`src/rtl/tpmfifo_pkg.sv`:
```
package tpmfifo_pkg;
   localparam int unsigned ADDR_W = 12;

   localparam logic [ADDR_W-1:0] OFS_ACCESS = 12'h000;
   localparam logic [ADDR_W-1:0] OFS_STATUS = 12'h018;
   localparam logic [ADDR_W-1:0] OFS_BC_LO  = 12'h019;
   localparam logic [ADDR_W-1:0] OFS_BC_HI  = 12'h01A;
   localparam logic [ADDR_W-1:0] OFS_DATA   = 12'h024;

   // access byte bit positions
   localparam int unsigned AB_VALID  = 7;
   localparam int unsigned AB_ACTIVE = 5;
   localparam int unsigned AB_SEIZE  = 3;
   localparam int unsigned AB_REQ    = 1;
   localparam int unsigned AB_EST    = 0;

   // status byte bit positions
   localparam int unsigned SB_VALID  = 7;
   localparam int unsigned SB_READY  = 6;
   localparam int unsigned SB_GO     = 5;
   localparam int unsigned SB_AVAIL  = 4;
   localparam int unsigned SB_EXPECT = 3;
   localparam int unsigned SB_RETRY  = 1;

   localparam int unsigned HDR_BYTES = 6;

   typedef enum logic [2:0] {
      PH_IDLE,
      PH_READY,
      PH_RECV,
      PH_EXEC,
      PH_DONE
   } phase_t;
endpackage

```
`src/rtl/tpmfifo_locality.sv`:
```
module tpmfifo_locality
   import tpmfifo_pkg::*;
(
   input  logic       clk,
   input  logic       rst_n,
   input  logic       wr_en,
   input  logic       req_use,
   input  logic       seize,
   input  logic       release_it,
   output logic       active,
   output logic [7:0] acc_byte
);
   always_ff @(posedge clk) begin
      if (!rst_n) begin
         active <= 1'b0;
      end else if (wr_en) begin
         if (release_it && active) begin
            active <= 1'b0;
         end else if (req_use || seize) begin
            active <= 1'b1;
         end
      end
   end

   always_comb begin
      acc_byte            = 8'h00;
      acc_byte[AB_VALID]  = 1'b1;
      acc_byte[AB_ACTIVE] = active;
      acc_byte[AB_EST]    = 1'b1;
   end


   grant_after_request_chk: assert property (@(posedge clk) disable iff (!rst_n)
      (wr_en && (req_use || seize) && !release_it) |=> active);


   release_drops_active_chk: assert property (@(posedge clk) disable iff (!rst_n)
      (wr_en && release_it && active) |=> !active);
endmodule

```
`src/rtl/tpmfifo_cmd_sink.sv`:
```
module tpmfifo_cmd_sink
   import tpmfifo_pkg::*;
#(
   parameter int unsigned MAX_BUF = 1280,
   localparam int unsigned CNT_W  = $clog2(MAX_BUF + 1)
) (
   input  logic             clk,
   input  logic             rst_n,
   input  logic             clr,
   input  logic             wr_en,
   input  logic [7:0]       wdata,
   output logic             expect_more,
   output logic [CNT_W-1:0] count,
   output logic [7:0]       xsum
);
   localparam logic [31:0] MAX32 = 32'(MAX_BUF);

   logic [31:0]      len_q;
   logic [CNT_W-1:0] limit;
   logic             accept;

   always_comb begin
      limit = (len_q > MAX32) ? CNT_W'(MAX_BUF) : CNT_W'(len_q);
      expect_more = (count < CNT_W'(MAX_BUF)) &&
                    ((count < CNT_W'(HDR_BYTES)) || (count < limit));
   end

   assign accept = wr_en && expect_more;

   always_ff @(posedge clk) begin
      if (!rst_n || clr) begin
         count <= '0;
         len_q <= '0;
         xsum  <= 8'h00;
      end else if (accept) begin
         count <= count + 1'b1;
         xsum  <= xsum ^ wdata;
         if (count >= CNT_W'(2) && count < CNT_W'(HDR_BYTES)) begin
            len_q <= {len_q[23:0], wdata};
         end
      end
   end


   count_bound_chk: assert property (@(posedge clk) disable iff (!rst_n)
      count <= CNT_W'(MAX_BUF));


   overflow_ignored_chk: assert property (@(posedge clk) disable iff (!rst_n)
      (wr_en && !expect_more && !clr) |=> ($stable(count) && $stable(xsum)));
endmodule

```
`src/rtl/tpmfifo_rsp_src.sv`:
```
module tpmfifo_rsp_src
   import tpmfifo_pkg::*;
#(
   parameter int unsigned RESP_LEN   = 14,
   parameter int unsigned RESP_DELAY = 20,
   localparam int unsigned PTR_W     = $clog2(RESP_LEN + 1),
   localparam int unsigned DLY_W     = $clog2(RESP_DELAY + 1)
) (
   input  logic             clk,
   input  logic             rst_n,
   input  logic             clr,
   input  logic             start,
   input  logic             rd_en,
   input  logic             retry,
   input  logic [7:0]       seed,
   output logic             busy,
   output logic             loaded,
   output logic [PTR_W-1:0] remain,
   output logic [7:0]       rbyte
);
   localparam logic [31:0] RL32 = 32'(RESP_LEN);

   logic [DLY_W-1:0] dly;
   logic [PTR_W-1:0] rptr;
   logic [31:0]      shf;

   always_ff @(posedge clk) begin
      if (!rst_n || clr) begin
         busy   <= 1'b0;
         loaded <= 1'b0;
         dly    <= '0;
         rptr   <= '0;
      end else if (start) begin
         busy   <= 1'b1;
         loaded <= 1'b0;
         dly    <= '0;
         rptr   <= '0;
      end else if (busy) begin
         if (dly == DLY_W'(RESP_DELAY - 1)) begin
            busy   <= 1'b0;
            loaded <= 1'b1;
         end else begin
            dly <= dly + 1'b1;
         end
      end else if (loaded) begin
         if (retry) begin
            rptr <= '0;
         end else if (rd_en && rptr < PTR_W'(RESP_LEN)) begin
            rptr <= rptr + 1'b1;
         end
      end
   end

   assign remain = PTR_W'(RESP_LEN) - rptr;

   always_comb begin
      shf   = RL32 >> (8 * (5 - int'(rptr)));
      rbyte = 8'h00;
      if (rptr >= PTR_W'(RESP_LEN)) begin
         rbyte = 8'h00;
      end else if (rptr == PTR_W'(0)) begin
         rbyte = 8'h80;
      end else if (rptr == PTR_W'(1)) begin
         rbyte = 8'h01;
      end else if (rptr <= PTR_W'(5)) begin
         rbyte = shf[7:0];
      end else if (rptr <= PTR_W'(9)) begin
         rbyte = 8'h00;
      end else begin
         rbyte = 8'(rptr) ^ seed;
      end
   end


   loaded_after_busy_chk: assert property (@(posedge clk) disable iff (!rst_n)
      $rose(loaded) |-> $past(busy));


   rptr_bound_chk: assert property (@(posedge clk) disable iff (!rst_n)
      rptr <= PTR_W'(RESP_LEN));


   retry_rewind_chk: assert property (@(posedge clk) disable iff (!rst_n)
      (loaded && retry && !clr && !start) |=> (rptr == '0));
endmodule

```
`src/rtl/tpmfifo_regwin.sv`:
```
module tpmfifo_regwin
   import tpmfifo_pkg::*;
#(
   parameter int unsigned MAX_BUF     = 1280,
   parameter int unsigned BURST_MAX   = 288,
   parameter int unsigned RESP_LEN    = 14,
   parameter int unsigned RESP_DELAY  = 20,
   parameter bit          DEV_PRESENT = 1'b1
) (
   input  logic        clk,
   input  logic        rst_n,
   input  logic        bus_en,
   input  logic        bus_we,
   input  logic [11:0] bus_addr,
   input  logic [7:0]  bus_wdata,
   output logic [7:0]  bus_rdata
);
   localparam int unsigned CNT_W = $clog2(MAX_BUF + 1);
   localparam int unsigned PTR_W = $clog2(RESP_LEN + 1);
   localparam logic [31:0] BMX   = 32'(BURST_MAX);

   if (MAX_BUF < HDR_BYTES) begin : g_bad_buf
      $error("MAX_BUF must hold at least the header");
   end
   if (RESP_LEN < 10 || RESP_LEN > MAX_BUF) begin : g_bad_rsp
      $error("RESP_LEN must be in 10..MAX_BUF");
   end
   if (RESP_DELAY < 1) begin : g_bad_dly
      $error("RESP_DELAY must be at least 1");
   end
   if (BURST_MAX < 1 || BURST_MAX > 65535) begin : g_bad_burst
      $error("BURST_MAX must fit in 16 bits and be non-zero");
   end

   phase_t           phase;
   logic             active;
   logic [7:0]       acc_byte;
   logic             hit_acc, hit_sts, hit_lo, hit_hi, hit_dat;
   logic             sts_wr, dat_wr, dat_rd;
   logic             ready_cmd, go_cmd, retry_cmd;
   logic             rx_expect, exp_bit, avail;
   logic [CNT_W-1:0] rx_cnt;
   logic [7:0]       rx_xsum;
   logic             rs_busy, rs_loaded;
   logic [PTR_W-1:0] rs_left;
   logic [7:0]       rs_byte;
   logic [7:0]       sts_byte, rd_mux;
   logic [15:0]      burst;

   function automatic logic [15:0] cap(input logic [31:0] v);
      return (v > BMX) ? BMX[15:0] : v[15:0];
   endfunction

   assign hit_acc = bus_addr == OFS_ACCESS;
   assign hit_sts = bus_addr == OFS_STATUS;
   assign hit_lo  = bus_addr == OFS_BC_LO;
   assign hit_hi  = bus_addr == OFS_BC_HI;
   assign hit_dat = bus_addr == OFS_DATA;

   assign sts_wr = bus_en && bus_we && hit_sts && active;
   assign dat_wr = bus_en && bus_we && hit_dat && active;
   assign dat_rd = bus_en && !bus_we && hit_dat && active;

   assign ready_cmd = sts_wr && bus_wdata[SB_READY];
   assign go_cmd    = sts_wr && !ready_cmd && bus_wdata[SB_GO] &&
                      phase == PH_RECV && !rx_expect;
   assign retry_cmd = sts_wr && !ready_cmd && bus_wdata[SB_RETRY] &&
                      phase == PH_DONE;

   tpmfifo_locality u_loc (
      .clk        (clk),
      .rst_n      (rst_n),
      .wr_en      (bus_en && bus_we && hit_acc),
      .req_use    (bus_wdata[AB_REQ]),
      .seize      (bus_wdata[AB_SEIZE]),
      .release_it (bus_wdata[AB_ACTIVE]),
      .active     (active),
      .acc_byte   (acc_byte)
   );

   tpmfifo_cmd_sink #(.MAX_BUF(MAX_BUF)) u_sink (
      .clk         (clk),
      .rst_n       (rst_n),
      .clr         (ready_cmd),
      .wr_en       (dat_wr && (phase == PH_READY || phase == PH_RECV)),
      .wdata       (bus_wdata),
      .expect_more (rx_expect),
      .count       (rx_cnt),
      .xsum        (rx_xsum)
   );

   tpmfifo_rsp_src #(.RESP_LEN(RESP_LEN), .RESP_DELAY(RESP_DELAY)) u_src (
      .clk    (clk),
      .rst_n  (rst_n),
      .clr    (ready_cmd),
      .start  (go_cmd),
      .rd_en  (dat_rd && phase == PH_DONE),
      .retry  (retry_cmd),
      .seed   (rx_xsum),
      .busy   (rs_busy),
      .loaded (rs_loaded),
      .remain (rs_left),
      .rbyte  (rs_byte)
   );

   always_ff @(posedge clk) begin
      if (!rst_n) begin
         phase <= PH_IDLE;
      end else if (ready_cmd) begin
         phase <= PH_READY;
      end else if (go_cmd) begin
         phase <= PH_EXEC;
      end else begin
         case (phase)
            PH_READY: if (dat_wr) phase <= PH_RECV;
            PH_EXEC:  if (rs_loaded && !rs_busy) phase <= PH_DONE;
            default:  phase <= phase;
         endcase
      end
   end

   assign exp_bit = phase == PH_RECV && rx_expect;
   assign avail   = phase == PH_DONE && rs_left != '0;

   always_comb begin
      sts_byte            = 8'h00;
      sts_byte[SB_VALID]  = 1'b1;
      sts_byte[SB_READY]  = phase == PH_READY;
      sts_byte[SB_AVAIL]  = avail;
      sts_byte[SB_EXPECT] = exp_bit;

      if (phase == PH_READY || exp_bit) begin
         burst = cap(32'(MAX_BUF) - 32'(rx_cnt));
      end else if (avail) begin
         burst = cap(32'(rs_left));
      end else begin
         burst = 16'h0000;
      end

      rd_mux = 8'h00;
      if (hit_acc)      rd_mux = acc_byte;
      else if (hit_sts) rd_mux = sts_byte;
      else if (hit_lo)  rd_mux = burst[7:0];
      else if (hit_hi)  rd_mux = burst[15:8];
      else if (hit_dat) rd_mux = (phase == PH_DONE) ? rs_byte : 8'h00;
   end

   if (DEV_PRESENT) begin : g_present
      assign bus_rdata = rd_mux;
   end else begin : g_absent
      assign bus_rdata = 8'hFF;
   end


   ready_enters_ready_chk: assert property (@(posedge clk) disable iff (!rst_n)
      ready_cmd |=> (phase == PH_READY));


   early_go_ignored_chk: assert property (@(posedge clk) disable iff (!rst_n)
      (sts_wr && bus_wdata[SB_GO] && !bus_wdata[SB_READY] && exp_bit) |=> (phase == PH_RECV));


   inactive_write_ignored_chk: assert property (@(posedge clk) disable iff (!rst_n)
      (bus_en && bus_we && (hit_sts || hit_dat) && !active &&
       (phase == PH_IDLE || phase == PH_READY || phase == PH_RECV)) |=> $stable(phase));


   burst_zero_when_closed_chk: assert property (@(posedge clk) disable iff (!rst_n)
      (phase == PH_RECV && !rx_expect) |-> (burst == 16'h0000));
endmodule

```
`config.mk`:
```
export PLATFORM = sky130hd
export DESIGN_NAME = tpmfifo_regwin
export DESIGN_NICKNAME = d
export VERILOG_FILES = /design/src/rtl/tpmfifo_pkg.sv /design/src/rtl/tpmfifo_locality.sv /design/src/rtl/tpmfifo_cmd_sink.sv /design/src/rtl/tpmfifo_rsp_src.sv /design/src/rtl/tpmfifo_regwin.sv
export SDC_FILE = /design/constraint.sdc
export NUM_CORES = 1
export LEC_CHECK = 0
export ABC_AREA = 0
export ABC_CLOCK_PERIOD_IN_PS = 3700
export CAP_MARGIN = 20
export CORE_MARGIN = 2
export CORE_UTILIZATION = 40
export CTS_CLUSTER_DIAMETER = 60
export DETAILED_ROUTE_END_ITERATION = 8
export MAX_ROUTING_LAYER = met4
export PLACE_DENSITY_LB_ADDON = 0.12
export SLEW_MARGIN = 15
export SYNTH_ARGS = -nofsm -noshare
export SYNTH_HDL_FRONTEND = slang
export SYNTH_SLANG_ARGS = --single-unit
```
`constraint.sdc`:
```
create_clock -name clk -period 3.7 [get_ports clk]
set_input_delay 0.74 -clock clk [delete_from_list [all_inputs] [get_ports clk]]
set_output_delay 0.74 -clock clk [all_outputs]
set_load 0.03 [all_outputs]
```
==> results list <==
* Biggest area consumer among synthesized cells: dfxtp_1
* Syn_area_per_cell: 7.345 um^2
- Number of storage elements in the synthesis netlist: 66
* CP startpoint kind: flop
- The die is 104.3 um tall.
- For this run, design rule violations remaining after detail routing come to 0.
- In this run the remaining antenna-violating nets after routing total 0.
* Worst min path class: reg2reg
- Counting distinct cell types in the post-synthesis netlist gives 48.
- Die X-Extent: 104.3 um
* Clock skew after layout: 8.414 ps
- Placed Cells incl. Taps: 746
- Dividing the detail-routed via count by the number of cells gives 5.570.
- Number of hold buffers added after CTS: 0
- Overall track demand over capacity in global routing: 22.52%
* Data arrival time at the worst-slack endpoint: 3530 ps
- NumNets Final: 685
- In this run the cell area of the synthesized design comes to 4025 um^2.
- Final Hold Fails: 0
* DPL Wire Length: 8489 um
- In the final routed layout, each cell accounts on average for 15.94 um.
- The top cell type by area accounts for 32.83% of the synthesized area.
* Number of input and output port buffers inserted: 31
- For this configuration, the core starts out at a cell density of 41.18%.
- Across the VDD grid, the largest voltage drop is 0.2276 mV.
- Max-slew headroom: 42.71%
* Fraction of final layout cells with drive strength greater than 1: 26.75%
- Total wire length: 12370 um
* Routed length on met3: 612 um
- On the critical path the largest part of the delay comes from compound AO/OA/AOI/OAI gates.
* Outcome: complete, but fails checks
- Tightest hold margin: 454.7 ps
* Initial antenna violation count: 0
* Top Metal Used: met4
- Final max-slew violation count: 0
* Met1 wire length: 5602 um
- Power density of the placed cells: 276.8 nW/um^2
- Vias in the first global route: 4041
- Largest stage delay, worst path: 340 ps
- After synthesis, the share of flip-flops with an asynchronous set or reset is 0%.
- The signal on the critical path passes through nor4_2 > a21boi_1 > o21ai_1 > nor3b_4 > buf_6 > nand2_2 > ha_4 > a21oi_2 > nand2_1 > a221oi_4 > nand2_2 > o21ai_4 > nand4_1 > a221oi_4 > buf_6.
- The number of nets in the synthesized netlist is 595.
- Placement row count: 36
- The library cell used most frequently in the layout, excluding fill and tap cells, is nand2_1.
- Final worst-path cycle share: 115.4%
- Critical-path cell with the highest stage delay: a221oi_4
* Post-route setup slack: -569.9 ps
- Yosys warning total: 0
- Source-to-sink clock delay at the later pin of the worst-skew pair: 350 ps
* Max Cap Viol: 0
- In the synthesized netlist, the number of instances is 548.
- For the pin with the worst max-slew slack, the measured transition is 847.4 ps.
- Global-route wire length before repair: 19600 um
* Setup repair after global routing missed its margin: true
- The number of buffers and inverters on the critical path is 2.
- Register area share after synthesis: 32.83%
* Vias after detailed routing: 4322
* Setup crit end kind: primary output
* Drt first pass iters: 4
* Master cell of the clock root buffer: clkbuf_8
* Area Growth Syn to Fin: 42.90%
- The die covers 10880 um^2.
- For this run, the top clock speed supported by timing is 234.2 MHz.
- Critical Path Fanout Max: 5
- Summing all flip-flop and latch instances after layout gives 1326 um^2.
- Number of diodes: 0
- EDFF count, synth: 0
- For this design the static power due to leakage is 0.002163 uW.
- TritonCTS built the clock tree.
- Sinks on Clock Net: 66
- Synth top area cells: dfxtp_1 33%, nand2_1 9.7%, a21oi_1 8.8%
- In this run the standard cell core region covers 9774 um^2.
- I/O pin total: 32
- The congestion estimate from routability-driven global placement came to 0.8901.
- Setup violations remaining at the end of the flow were counted as 9.
* Multi-input gate area in the final layout: 2960 um^2
* Clock transition at the register clock pins on the worst setup and hold paths after CTS: 80 ps
- Level count of the clock H-tree: 3
* Maximum number of pins on one net before global-route repair: 53
- Measured in cells, the most critical reg-to-reg path has a length of 16.
* Required time of the critical path: 2960 ps
- Depth of the worst hold-timing path: 2
* Type of the setup path with the least slack: reg2out
- Tot Pwr: 1592 uW
- After filler insertion, the fill cell instance count of the layout stands at 914.
- Min Clock Period, post-route: 4270 ps
- Global route total overflow: 0
* Most frequent cells in the layout: 93 x nand2_1, 66 x buf_4, 62 x dfxtp_1
- Clock tree buffer depth: 2
- TritonCTS created 9 clock buffers.
* Stages on worst setup path: 15
* Violated checks: negative setup slack
* Final std cells w/o fill: 776
- Total met2 wirelength after detailed routing: 5839 um
* DRT iter0 DRCs: 185
* Main synth FF type: dfxtp_1
-- cell families after synthesis --
family / share of synthesized area (%)
AO/OA/AOI/OAI: 19.49
AND/OR/NAND/NOR: 30.84
adder cells (fa/ha/maj): 7.150
multiplexers: 0.4974
buffers and inverters: 5.067
flip-flops: 32.83
XOR/XNOR: 4.134
-- report_power, final --
| group | switching (uW) | internal (uW) | total (uW) |
|---|---|---|---|
| clock network | 300 | 520 | 820 |
| registers | 0.00135 | 710 | 710 |
| logic | 31.0 | 31.7 | 62.8 |
-- metal layers --
metal,up-vias,GRT usage (%)
met5,-,-
met4,0,8.301
met3,31,3.321
met2,103,35.90
met1,2046,28.94
li1,2142,-
-- stage by stage --
step / setup slack (ps) / area (um^2) / utilization [%] / TNS, ps
2_1_floorplan: -36.95 / 4120 / - / -36.95
3_3_place_gp: -317.8 / 4954 / 50.68 / -1792
3_5_place_dp: -270.5 / 4954 / 50.68 / -1704
4_1_cts: -546.5 / 5376 / 55.01 / -3990
5_1_grt: -754.7 / 5752 / 58.85 / -7763
6_report: -569.9 / 5752 / 58.85 / -4014
-- sequential cells by signal, summed over array words and instances (netlist names) --
name,cells
u_sink.xsum,8
u_src.busy,1
u_loc.active,1
u_src.loaded,1
u_sink.count,11
phase,3
u_src.dly,5
u_sink.len_q,32
u_src.rptr,4
-- worst reg2reg max path: stages (launching register included) --
cell and delay [ps]:
dfxtp_2 330, nor4_2 290, a21boi_1 110, o21ai_1 170, nor3b_4 290, buf_6 160
nand2_4 50, ha_4 210, nand2_2 50, nand4_1 140, nor3_4 350, a211oi_4 120
buf_4 160, or4_4 580, buf_8 180, or3_1 300, a21oi_1 160
-- layout make-up --
type	count	area share, %
multi-input cells	433	51.47
flip-flops and latches	66	23.06
repair buffers	107	16.60
well taps	133	2.893
clock inverters	6	2.393
clock buffers	10	2.219
inverters	21	1.370
-- cells in the mapped netlist, types with 2 or more instances --
master,instances
nand2_1,104
buf_6,2
o211ai_1,3
a2bb2oi_1,2
o21ai_0,28
a21boi_0,2
dfxtp_1,66
inv_1,21
and3_1,7
o41ai_1,3
nor3b_1,5
nor2b_1,2
a31o_2,2
xor2_1,8
nand2b_1,6
nand4_1,12
o31ai_1,5
or4_1,5
xnor2_1,11
or4_4,2
ha_1,23
a311oi_1,2
a31oi_1,8
mux2i_1,2
nor4b_1,4
nor3_1,11
nor2_1,38
nand3b_1,2
or2_2,2
a211oi_1,3
and4_1,3
nor4_1,10
or3_1,16
a221oi_1,2
a21oi_1,71
nand3_1,19
clkbuf_1,25
-- path summary, 6_finish.rpt --
| kind | start | to | slack, ps |
|---|---|---|---|
| setup / recovery | u_sink.len_q[2] | bus_rdata[4] | -570 |
| hold reg to reg | u_sink.len_q[28] | u_sink.len_q[28] | 450 |
| setup reg to reg | u_sink.len_q[2] | u_sink.xsum[7] | -20 |
| hold / removal | u_sink.len_q[28] | u_sink.len_q[28] | 450 |
-- repair_timing --
item	CTS	global route
pin swaps	14	35
cloned	0	2
endpoints found under the hold margin	0	0
endpoints found under the setup margin	17	37
resized for setup	25	66
buffers inserted	5	7
(Power assumes the default switching activity.)
